$ cat config.mk
export PLATFORM = sky130hd
export DESIGN_NAME = outguard_ctl
export DESIGN_NICKNAME = d
export VERILOG_FILES = /design/src/rtl/og_pkg.sv /design/src/rtl/og_sync2.sv /design/src/rtl/og_short_det.sv /design/src/rtl/og_pin_filter.sv /design/src/rtl/og_ctrl_regs.sv /design/src/rtl/outguard_ctl.sv
export SDC_FILE = /design/constraint.sdc
export NUM_CORES = 1
export LEC_CHECK = 0
export BUFFER_PORTS_ARGS = -buffer_cell sky130_fd_sc_hd__buf_2
export CAP_MARGIN = 0
export CORE_MARGIN = 2
export CORE_UTILIZATION = 43
export DETAILED_ROUTE_END_ITERATION = 7
export PLACE_DENSITY = 0.7
export SLEW_MARGIN = 20
export SYNTH_ARGS = -nofsm -noshare
export SYNTH_HDL_FRONTEND = slang
export SYNTH_HIERARCHICAL = 1
export SYNTH_SLANG_ARGS = --single-unit
$ cat constraint.sdc
create_clock -name clk -period 1.6 [get_ports clk]
set_input_delay 0.08 -clock clk [delete_from_list [all_inputs] [get_ports clk]]
set_output_delay 0.08 -clock clk [all_outputs]
set_load 0.01 [all_outputs]
$ cat src/rtl/og_pkg.sv
package og_pkg;
    typedef enum logic [1:0] {
        PIN_EDGE   = 2'b00,
        PIN_DIV8   = 2'b01,
        PIN_DIV16  = 2'b10,
        PIN_DIV128 = 2'b11
    } pin_mode_e;

    typedef enum logic [1:0] {
        FLT_WAIT_LOW = 2'b00,
        FLT_COUNT    = 2'b01,
        FLT_HELD     = 2'b10
    } flt_state_e;

    localparam int DIV8_LOG   = 3;
    localparam int DIV16_LOG  = 4;
    localparam int DIV128_LOG = 7;

    localparam int BIT_SHORT = 15;
    localparam int BIT_CMP   = 9;
    localparam int BIT_IEN   = 8;
    localparam int BIT_DIS   = 7;
endpackage

$ cat src/rtl/og_sync2.sv
module og_sync2 #(
    parameter int  W        = 1,
    parameter logic RST_VAL = 1'b1
) (
    input  logic         clk,
    input  logic         rst_n,
    input  logic [W-1:0] d,
    output logic [W-1:0] q
);
    logic [W-1:0] s1_q;

    always_ff @(posedge clk or negedge rst_n) begin
        if (!rst_n) begin
            s1_q <= {W{RST_VAL}};
            q    <= {W{RST_VAL}};
        end else begin
            s1_q <= d;
            q    <= s1_q;
        end
    end
endmodule

$ cat src/rtl/og_short_det.sv
module og_short_det #(
    parameter int NPAIR = 3
) (
    input  logic [2*NPAIR-1:0] phase,
    input  logic               en,
    output logic               hit
);
    logic [NPAIR-1:0] pair_low;

    for (genvar k = 0; k < NPAIR; k++) begin : g_pair
        assign pair_low[k] = ~phase[2*k] & ~phase[2*k+1];
    end

    assign hit = en & (|pair_low);
endmodule

$ cat src/rtl/og_pin_filter.sv
module og_pin_filter
    import og_pkg::*;
#(
    parameter int NSAMP = 16,
    parameter int PRE_W = DIV128_LOG
) (
    input  logic      clk,
    input  logic      rst_n,
    input  pin_mode_e mode,
    input  logic      pin_s,
    output logic      req
);
    localparam int CNT_W = $clog2(NSAMP);

    logic [PRE_W-1:0] pre_q;
    logic             prev_q;
    logic             tick;
    flt_state_e       state_q, state_d;
    logic [CNT_W-1:0] cnt_q, cnt_d;
    logic             lvl_req;

    always_ff @(posedge clk or negedge rst_n) begin
        if (!rst_n) begin
            pre_q  <= '0;
            prev_q <= 1'b1;
        end else begin
            pre_q  <= pre_q + 1'b1;
            prev_q <= pin_s;
        end
    end

    always_comb begin
        unique case (mode)
            PIN_DIV8:   tick = &pre_q[DIV8_LOG-1:0];
            PIN_DIV16:  tick = &pre_q[DIV16_LOG-1:0];
            PIN_DIV128: tick = &pre_q[DIV128_LOG-1:0];
            default:    tick = 1'b0;
        endcase
    end

    always_ff @(posedge clk or negedge rst_n) begin
        if (!rst_n) begin
            state_q <= FLT_WAIT_LOW;
            cnt_q   <= '0;
        end else begin
            state_q <= state_d;
            cnt_q   <= cnt_d;
        end
    end

    always_comb begin
        state_d = state_q;
        cnt_d   = cnt_q;
        lvl_req = 1'b0;
        if (mode == PIN_EDGE) begin
            state_d = FLT_WAIT_LOW;
            cnt_d   = '0;
        end else if (tick) begin
            unique case (state_q)
                FLT_WAIT_LOW: begin
                    if (!pin_s) begin
                        state_d = FLT_COUNT;
                        cnt_d   = CNT_W'(1);
                    end
                end
                FLT_COUNT: begin
                    if (pin_s) begin
                        state_d = FLT_WAIT_LOW;
                        cnt_d   = '0;
                    end else if (cnt_q == CNT_W'(NSAMP - 1)) begin
                        state_d = FLT_HELD;
                        cnt_d   = '0;
                        lvl_req = 1'b1;
                    end else begin
                        cnt_d = cnt_q + 1'b1;
                    end
                end
                FLT_HELD: begin
                    if (pin_s) state_d = FLT_WAIT_LOW;
                end
                default: state_d = FLT_WAIT_LOW;
            endcase
        end
    end

    assign req = (mode == PIN_EDGE) ? (prev_q & ~pin_s) : lvl_req;

    // a high sample in any sampled mode restarts the run
    a_r10_restart: assert property (@(posedge clk) disable iff (!rst_n)
        (mode != PIN_EDGE && tick && pin_s) |=> state_q == FLT_WAIT_LOW);

    // counting state never holds an empty count
    a_r10_cnt_nonzero: assert property (@(posedge clk) disable iff (!rst_n)
        (state_q == FLT_COUNT) |-> cnt_q != '0);
endmodule

$ cat src/rtl/og_ctrl_regs.sv
module og_ctrl_regs
    import og_pkg::*;
(
    input  logic        clk,
    input  logic        rst_n,
    input  logic        wr,
    input  logic        rd,
    input  logic [15:0] wdata,
    input  logic        short_hit,
    input  logic        pin_req,
    output logic [15:0] rdata,
    output pin_mode_e   mode,
    output logic        cmp_en,
    output logic        irq_en,
    output logic        short_q,
    output logic        dis_q
);
    logic short_arm_q, dis_arm_q;
    logic short_clr, dis_clr;

    assign short_clr = wr & short_arm_q & ~wdata[BIT_SHORT];
    assign dis_clr   = wr & dis_arm_q   & ~wdata[BIT_DIS];

    always_ff @(posedge clk or negedge rst_n) begin
        if (!rst_n) begin
            mode        <= PIN_EDGE;
            cmp_en      <= 1'b0;
            irq_en      <= 1'b0;
            short_q     <= 1'b0;
            dis_q       <= 1'b0;
            short_arm_q <= 1'b0;
            dis_arm_q   <= 1'b0;
        end else begin
            short_q <= short_hit | (short_q & ~short_clr);
            dis_q   <= pin_req   | (dis_q & ~dis_clr);
            if (wr) begin
                mode        <= pin_mode_e'(wdata[1:0]);
                cmp_en      <= wdata[BIT_CMP];
                irq_en      <= wdata[BIT_IEN];
                short_arm_q <= 1'b0;
                dis_arm_q   <= 1'b0;
            end else if (rd) begin
                if (short_q) short_arm_q <= 1'b1;
                if (dis_q)   dis_arm_q   <= 1'b1;
            end
        end
    end

    always_comb begin
        rdata            = '0;
        rdata[BIT_SHORT] = short_q;
        rdata[BIT_CMP]   = cmp_en;
        rdata[BIT_IEN]   = irq_en;
        rdata[BIT_DIS]   = dis_q;
        rdata[1:0]       = mode;
    end

    a_r2_set_seen: assert property (@(posedge clk) disable iff (!rst_n)
        short_hit |=> short_q);

    a_r3_cmp_off: assert property (@(posedge clk) disable iff (!rst_n)
        (!cmp_en && !short_q) |=> !short_q);

    a_r4_hold: assert property (@(posedge clk) disable iff (!rst_n)
        (short_q && !wr) |=> short_q);

    a_r11_dis_hold: assert property (@(posedge clk) disable iff (!rst_n)
        (dis_q && !wr) |=> dis_q);
endmodule

$ cat src/rtl/outguard_ctl.sv
module outguard_ctl
    import og_pkg::*;
#(
    parameter int NPAIR = 3,
    parameter int NSAMP = 16
) (
    input  logic                clk,
    input  logic                rst_n,
    input  logic                reg_wr,
    input  logic                reg_rd,
    input  logic [15:0]         reg_wdata,
    output logic [15:0]         reg_rdata,
    input  logic [2*NPAIR-1:0]  phase_in,
    input  logic                dis_pin_n,
    output logic [2*NPAIR-1:0]  hiz_en,
    output logic                irq
);
    localparam int NPIN = 2 * NPAIR;

    logic      pin_s, pin_req, short_hit;
    logic      cmp_en, irq_en, short_q, dis_q;
    pin_mode_e mode;

    og_sync2 #(.W(1), .RST_VAL(1'b1)) u_sync (
        .clk(clk), .rst_n(rst_n), .d(dis_pin_n), .q(pin_s)
    );

    og_pin_filter #(.NSAMP(NSAMP)) u_filter (
        .clk(clk), .rst_n(rst_n), .mode(mode), .pin_s(pin_s), .req(pin_req)
    );

    og_short_det #(.NPAIR(NPAIR)) u_det (
        .phase(phase_in), .en(cmp_en), .hit(short_hit)
    );

    og_ctrl_regs u_regs (
        .clk(clk), .rst_n(rst_n), .wr(reg_wr), .rd(reg_rd), .wdata(reg_wdata),
        .short_hit(short_hit), .pin_req(pin_req), .rdata(reg_rdata),
        .mode(mode), .cmp_en(cmp_en), .irq_en(irq_en),
        .short_q(short_q), .dis_q(dis_q)
    );

    assign hiz_en = {NPIN{short_q | dis_q}};
    assign irq    = irq_en & short_q;

    // a raised short flag forces every pin to high impedance on the next clock
    a_r7_hiz_after_short: assert property (@(posedge clk) disable iff (!rst_n)
        short_hit |=> &hiz_en);
endmodule

# Word level (Yosys, flattened, before mapping)
# Cells that the tools add are included.
[op_classes]
add_sub_neg = 2
eq_ne = 9
muxes = 25
n_bitwise = 26
n_reduce_logical = 15
[op_table]
columns = ["op", "count"]
rows = [
  ["$mux 4", 5],
  ["$and 1x1->1", 12],
  ["$mux 2", 6],
  ["$mux 1", 11],
  ["$not 1->1", 11],
  ["$pmux 4 s2", 1],
  ["$reduce_and 4->1", 2],
  ["$reduce_bool 2->1", 4],
  ["$add 7x1->7 const B", 1],
  ["$reduce_and 7->1", 1],
  ["$eq 2x2->1 const B", 3],
  ["$ne 3x2->1 const B", 2],
  ["$pmux 2 s3", 1],
  ["$reduce_and 3->1", 2],
  ["$add 4x1->4 const B", 1],
  ["$eq 2x1->1 const B", 2],
  ["$eq 4x4->1 const B", 1],
  ["$logic_not 2->1", 2],
  ["$ne 4x2->1 const B", 1],
  ["$reduce_and 2->1", 2],
  ["$or 1x1->1", 3],
  ["$pmux 1 s3", 1],
  ["$reduce_bool 3->1", 1],
  ["$reduce_or 3->1", 1],
]
[word_totals]
reg_bits = 24
in_bits = 27
output_inout_bits = 23
word_cells = 90

# Logic depth before layout (Yosys ltp)
[logic_depth]
word_depth = 7
mapped_depth = 6
mapped_depth_nobuf = 6

# Hierarchy
# Netlist, hierarchy kept.
[modules_own_cells]
columns = ["mod", "instances", "cells_each", "area_each_um2", "seq_area_each_um2"]
rows = [
  ["og_pin_filter", 1, 72, 747.0, 351.6],
  ["og_ctrl_regs", 1, 39, 441.7, 200.2],
  ["og_sync2", 1, 2, 52.6, 52.6],
  ["outguard_ctl", 1, 7, 50.0, 0.0],
  ["og_short_det", 1, 3, 17.5, 0.0],
]

# Least setup slack after synthesis
# Ideal clock, no wire load.
[synth_path]
path_type = "flip-flop to flip-flop"
start = "reg u_sync.q"
end = "reg u_filter.cnt_q[2]"
setup_time_ps = 121
t_arrival_ps = 1491
required_time_ps = 1479
setup_slack_ps = -12
path_stages_with_launch = 5
path_buffers = 0
period_less_slack_ps = 1612
cell_sequence = "dfstp_2 inv_1 or4_1 o21a_1 a22o_1"
[synth_via]
elab_chain_len = 4
word_cells_on_any_way = 6
classes_between = "eq/ne: 1; mux: 4; reduce/logical: 1"
[synth_lines]
columns = ["item", "line_no", "rtl"]
rows = [
  ["start: declaration", "og_sync2.sv:8", "output logic [W-1:0] q"],
  ["start signal: assignment", "og_sync2.sv:15", "q <= {W{RST_VAL}};"],
  ["start signal: assignment", "og_sync2.sv:18", "q <= s1_q;"],
  ["$mux 4", "og_pin_filter.sv:67", "if (pin_s) begin"],
  ["$pmux 4 s2", "og_pin_filter.sv:59", "unique case (state_q)"],
  ["$mux 4", "og_pin_filter.sv:58", "end else if (tick) begin"],
  ["$mux 4", "og_pin_filter.sv:55", "if (mode == PIN_EDGE) begin"],
  ["end signal: assignment", "og_pin_filter.sv:47", "cnt_q <= cnt_d;"],
  ["end: declaration", "og_pin_filter.sv:19", "logic [CNT_W-1:0] cnt_q, cnt_d;"],
]
# Several ways; a longest one is shown, not always the timed one. The select of a mux whose other input is x is not followed.
# A chain may end at the register's enable or synchronous reset.

# Final worst setup path
[layout_path]
start = "reg u_filter.pre_q[1]"
end = "reg u_filter.state_q[0]"
[layout_via]
elab_chain_len = 4
word_cells_on_any_way = 6
classes_between = "mux: 1; reduce/logical: 5"
[layout_lines]
columns = ["item", "line_no", "rtl"]
rows = [
  ["start: declaration", "og_pin_filter.sv:15", "logic [PRE_W-1:0] pre_q;"],
  ["start signal: assignment", "og_pin_filter.sv:27", "pre_q <= pre_q + 1'b1;"],
  ["$reduce_and 7->1, or another cell as far along", "og_pin_filter.sv:36", "PIN_DIV128: tick = &pre_q[DIV128_LOG-1:0];"],
  ["$pmux 1 s3 *", "og_pin_filter.sv:33", "unique case (mode)"],
  ["$reduce_bool 2->1 (no source line) *", "n/a", ""],
  ["$reduce_and 4->1 (no source line) *", "n/a", ""],
  ["end signal: assignment", "og_pin_filter.sv:46", "state_q <= state_d;"],
  ["end: declaration", "og_pin_filter.sv:18", "flt_state_e state_q, state_d;"],
]
# Every way passes the cells marked *; elsewhere a longest branch is shown, timed or not.

==> flow_results.org <==
** Worst setup path
- The worst setup path is captured at a flip-flop.
- The worst setup path is launched from a flip-flop.
- Of all nets on the critical path, the largest fanout is 5.
- For the worst setup path, the data required time is between 1.5 and 2 ns.
- For the worst setup path, the data arrival time is 1.90 ns.
- Among all stages on the critical path, the largest delay is contributed by dfrtp_1.
- Max stage delay on crit path :: around 0.43 ns
- The signal on the critical path passes through ha_4 -> nand3_4 -> a211o_1 -> a2111o_1 -> a21oi_1.
- CP Class :: flip-flop to flip-flop

** Detailed routing
- Across all layers, the routed design uses 970 vias.
- Detailed-routing iteration count for the pre-antenna-repair pass :: 4
- Total wirelength of the detailed-routed design :: 2560 microns
- Using the TritonRoute via totals, the vias-per-cell ratio works out to approximately 5.2.
- After detailed routing, the average wire length per cell comes to roughly 14 microns.
- Final ANT Viol Nets :: 0
- DRC violation count after routing :: 0
- For this block, the initial DRC count from the detailed router was 15.

** STA
- Share of the clock period used by the worst path :: 103.5%
- Aggregate negative setup slack :: -0.09093 ns
- Max Clk Rate :: 604.1 MHz
- Headroom to the max-slew limit :: 65.02%
- The number of pins exceeding their max-slew limit in the final report came to 0.
- Worst clock skew :: approximately 0.0066 ns
- Final hold viol count :: 0
- Setup repair after global routing could not meet its margin everywhere.
- Setup violations remaining at the end of the flow were counted as 2.
- Setup slack on the critical path of the routed design comes to -0.05544 ns.
- For the pin with the worst max-slew slack, the measured transition is between 0.5 and 0.6 ns.
- For the finished layout, the period the worst path requires is 1.655 ns.

** Synth
- Ranked by total cell area, the synthesized netlist is headed by dfrtp_1 (40%), buf_4 (12%), dfstp_2 (6.0%), mux2_4 (4.6%), ha_1 (2.9%).
- In this run the cell area of the synthesized design comes to 0.001309 sq mm.
- Library cell occupying the most area in the post-synthesis netlist :: dfrtp_1
- Synth warnings :: 6
- Number of enable-type register cells in the synthesized netlist :: 0
- Synthesized instance count :: 123
- Fraction of the yosys area taken by sequential cells :: roughly 46%
- The top cell type by area accounts for ~40% of the synthesized area.
- A synthesized cell averages ~11 sq um.
- Synthesis inferred 24 register bits.
- The number of different library cells used by synthesis comes to 40.
- FFs w/ async S/R, synth :: 100.0%
- The most used flip-flop cell after synthesis is dfrtp_1.
- By count the netlist is led by buf_4 (21), dfrtp_1 (21), nor2_1 (9), inv_1 (6).

** Finish
- Filler-free cell count of the finished design :: 186
- From synthesis to final layout, the design area changed by 17.88%.
- With fillers left out, the area of the finished cells amounts to around 0.0015 sq mm.
- Antenna diode count :: 0
- Share of cells above drive strength 1 :: 35.29%
- Final #Nets :: 184

** Placed design
- After detailed placement, the design holds a cell count of 176.
- Final HPWL DP :: 1800 microns
- The congestion estimate from routability-driven global placement came to 0.8329.
- Total placed instance area :: 0.001398 sq mm
- Before CTS, the worst setup slack after placement is -0.03722 ns.
- Number of input and output port buffers inserted :: 29

** Clocking
- The clock reaches the later pin of the worst-skew pair after 0.31 ns.
- Maximum buffer depth of the clock tree :: 2
- For this design, the sink count on the clock tree is 24.
- Maximum level of the CTS H-tree :: 1
- Clk root buf :: clkbuf_4
- Number of clock buffers inserted by TritonCTS :: 3
- TritonCTS built the clock tree.
- Clock-pin slew was measured on the worst setup and hold paths at about 0.13 ns.

** Floorplanning
- Effective utilization at floorplan :: 43.95%
- The die covers about 0.0035 sq mm.
- Die Y-Extent :: 59.17 microns
- In this run the horizontal extent of the chip is 59.17 microns.
- Row count :: 20
- For this design the top-level I/O count stands at 50.
- Standard cell core area :: 0.002978 sq mm

** Run status
- Failing checks :: negative setup slack
- Run status :: finished with violations

** Global route
- Maximum number of pins on one net before global-route repair :: 25
- Residual overflow from global routing :: 0
- The via count of the first global-routing pass is between 800 and 900.
- Wire length of the first global-routing pass :: 4057 microns
- The initial antenna violation count came to 0.
- Across every metal layer, demand over resource in global routing totals between 10 and 15%.

** Worst hold path
- Path type of the worst min-delay path :: input port to flip-flop

** Power and ir drop
- Worst voltage drop across the vdd grid :: 0.0006278 V
- After layout, the design draws a total of 1356 uW.
- Summed over all cells, the static leakage comes to 0.0007315 uW.
- Power density over the cells :: 879.0 mW/mm^2

** Run
- Max-cap viol count :: 0
## sequential cells by signal (all words and copies together) (netlist names)
signal              flops
u_sync/q                1
u_filter/cnt_q          4
u_filter/pre_q          7
u_regs/mode             2
u_regs/dis_arm_q        1
u_filter/state_q        2
u_regs/short_q          1
u_sync/s1_q             1
u_regs/dis_q            1
u_regs/cmp_en           1
u_regs/irq_en           1
u_filter/prev_q         1
u_regs/short_arm_q      1
## path summary, 6_finish.rpt
check / startpoint / to / slack [ns] / cells after the start
worst min register to register: u_sync/s1_q / u_sync/q / 0.37 / 0
max in group asynchronous: rst_n / u_regs/mode[0] / 0.96 / 2
worst max-delay path: u_filter/pre_q[1] / u_filter/state_q[0] / -0.06 / 5
worst min-delay path: reg_wdata[0] / u_regs/mode[0] / 0.008 / 2
min in group asynchronous: rst_n / u_regs/dis_arm_q / 0.26 / 2
worst max register to register: u_filter/pre_q[1] / u_filter/state_q[0] / -0.06 / 5
## placed cells by master, fill, tap and decap left out, types with 3 or more instances in the layout
cell / count
a21oi_1: 4
dfstp_2: 3
buf_2: 29
inv_1: 6
nand2_1: 5
dfrtp_1: 20
dlygate4sd3_1: 4
o211ai_1: 3
conb_1: 10
mux2_4: 4
nor2_1: 9
buf_4: 7
nand3_1: 5
clkbuf_4: 3
## cells by family after synthesis
kind of cell	count (synthesis)	share of synthesized area [%]
multiplexers	5	5.354
flip-flops	24	46.18
XOR/XNOR	4	2.677
AND/OR/NAND/NOR	34	14.34
other	1	0.2865
buffers and inverters	29	14.91
adder cells (fa/ha/maj)	3	2.868
AO/OA/AOI/OAI	23	13.38
## power breakdown
part | leakage (uW) | switching (uW) | internal (uW)
combinational | 0.000414 | 124 | 109
clock | 0.0000279 | 180 | 253
sequential | 0.000290 | 41.7 | 649
total | 0.000732 | 345 | 1010
## worst max-delay path: cells and delay by family, from the launching register on
kind,cells,cell delay [ns]
flops,1,0.43
compound gates,3,0.90
simple gates,1,0.08
fa+ha+maj,1,0.18
## through the flow
stage                     utilization, %  hold slack (ns)
after global routing               51.81        -0.002438
after global placement             46.93          0.08902
final                              51.81         0.007552
after floorplan                        -          -0.2156
after CTS                          50.55         0.007808
after detailed placement           46.93          0.09042
## timing repair
| item | 4_1_cts | 5_1_grt |
|---|---|---|
| resized for setup | 2 | 4 |
| setup buffers | 0 | 2 |
| pin swaps | 2 | 4 |
| endpoints found under the hold margin | 24 | 0 |
| gates cloned | 0 | 0 |
| endpoints found under the setup margin | 5 | 6 |
| hold buffers | 4 | 0 |
## cell type report
cell class	count	area [sq um]
multi-input cells	79	583.1
flip-flops and latches	24	605.6
clock inverters	1	30.03
fillers	271	1435
well taps	33	41.29
repair buffers	40	237.7
inverters	6	22.52
clock buffers	3	22.52
## routing by layer
layer  share of wire [%]  vias up  global-route usage, %
li1                    -      466                      -
met5                   0        -                      0
met4                0.43        0                  4.870
met1                  42      481                  20.11
met2                  55       21                  25.56
met3                 2.9        2                  1.310
Note: power is estimated with default switching activity, not from simulation.
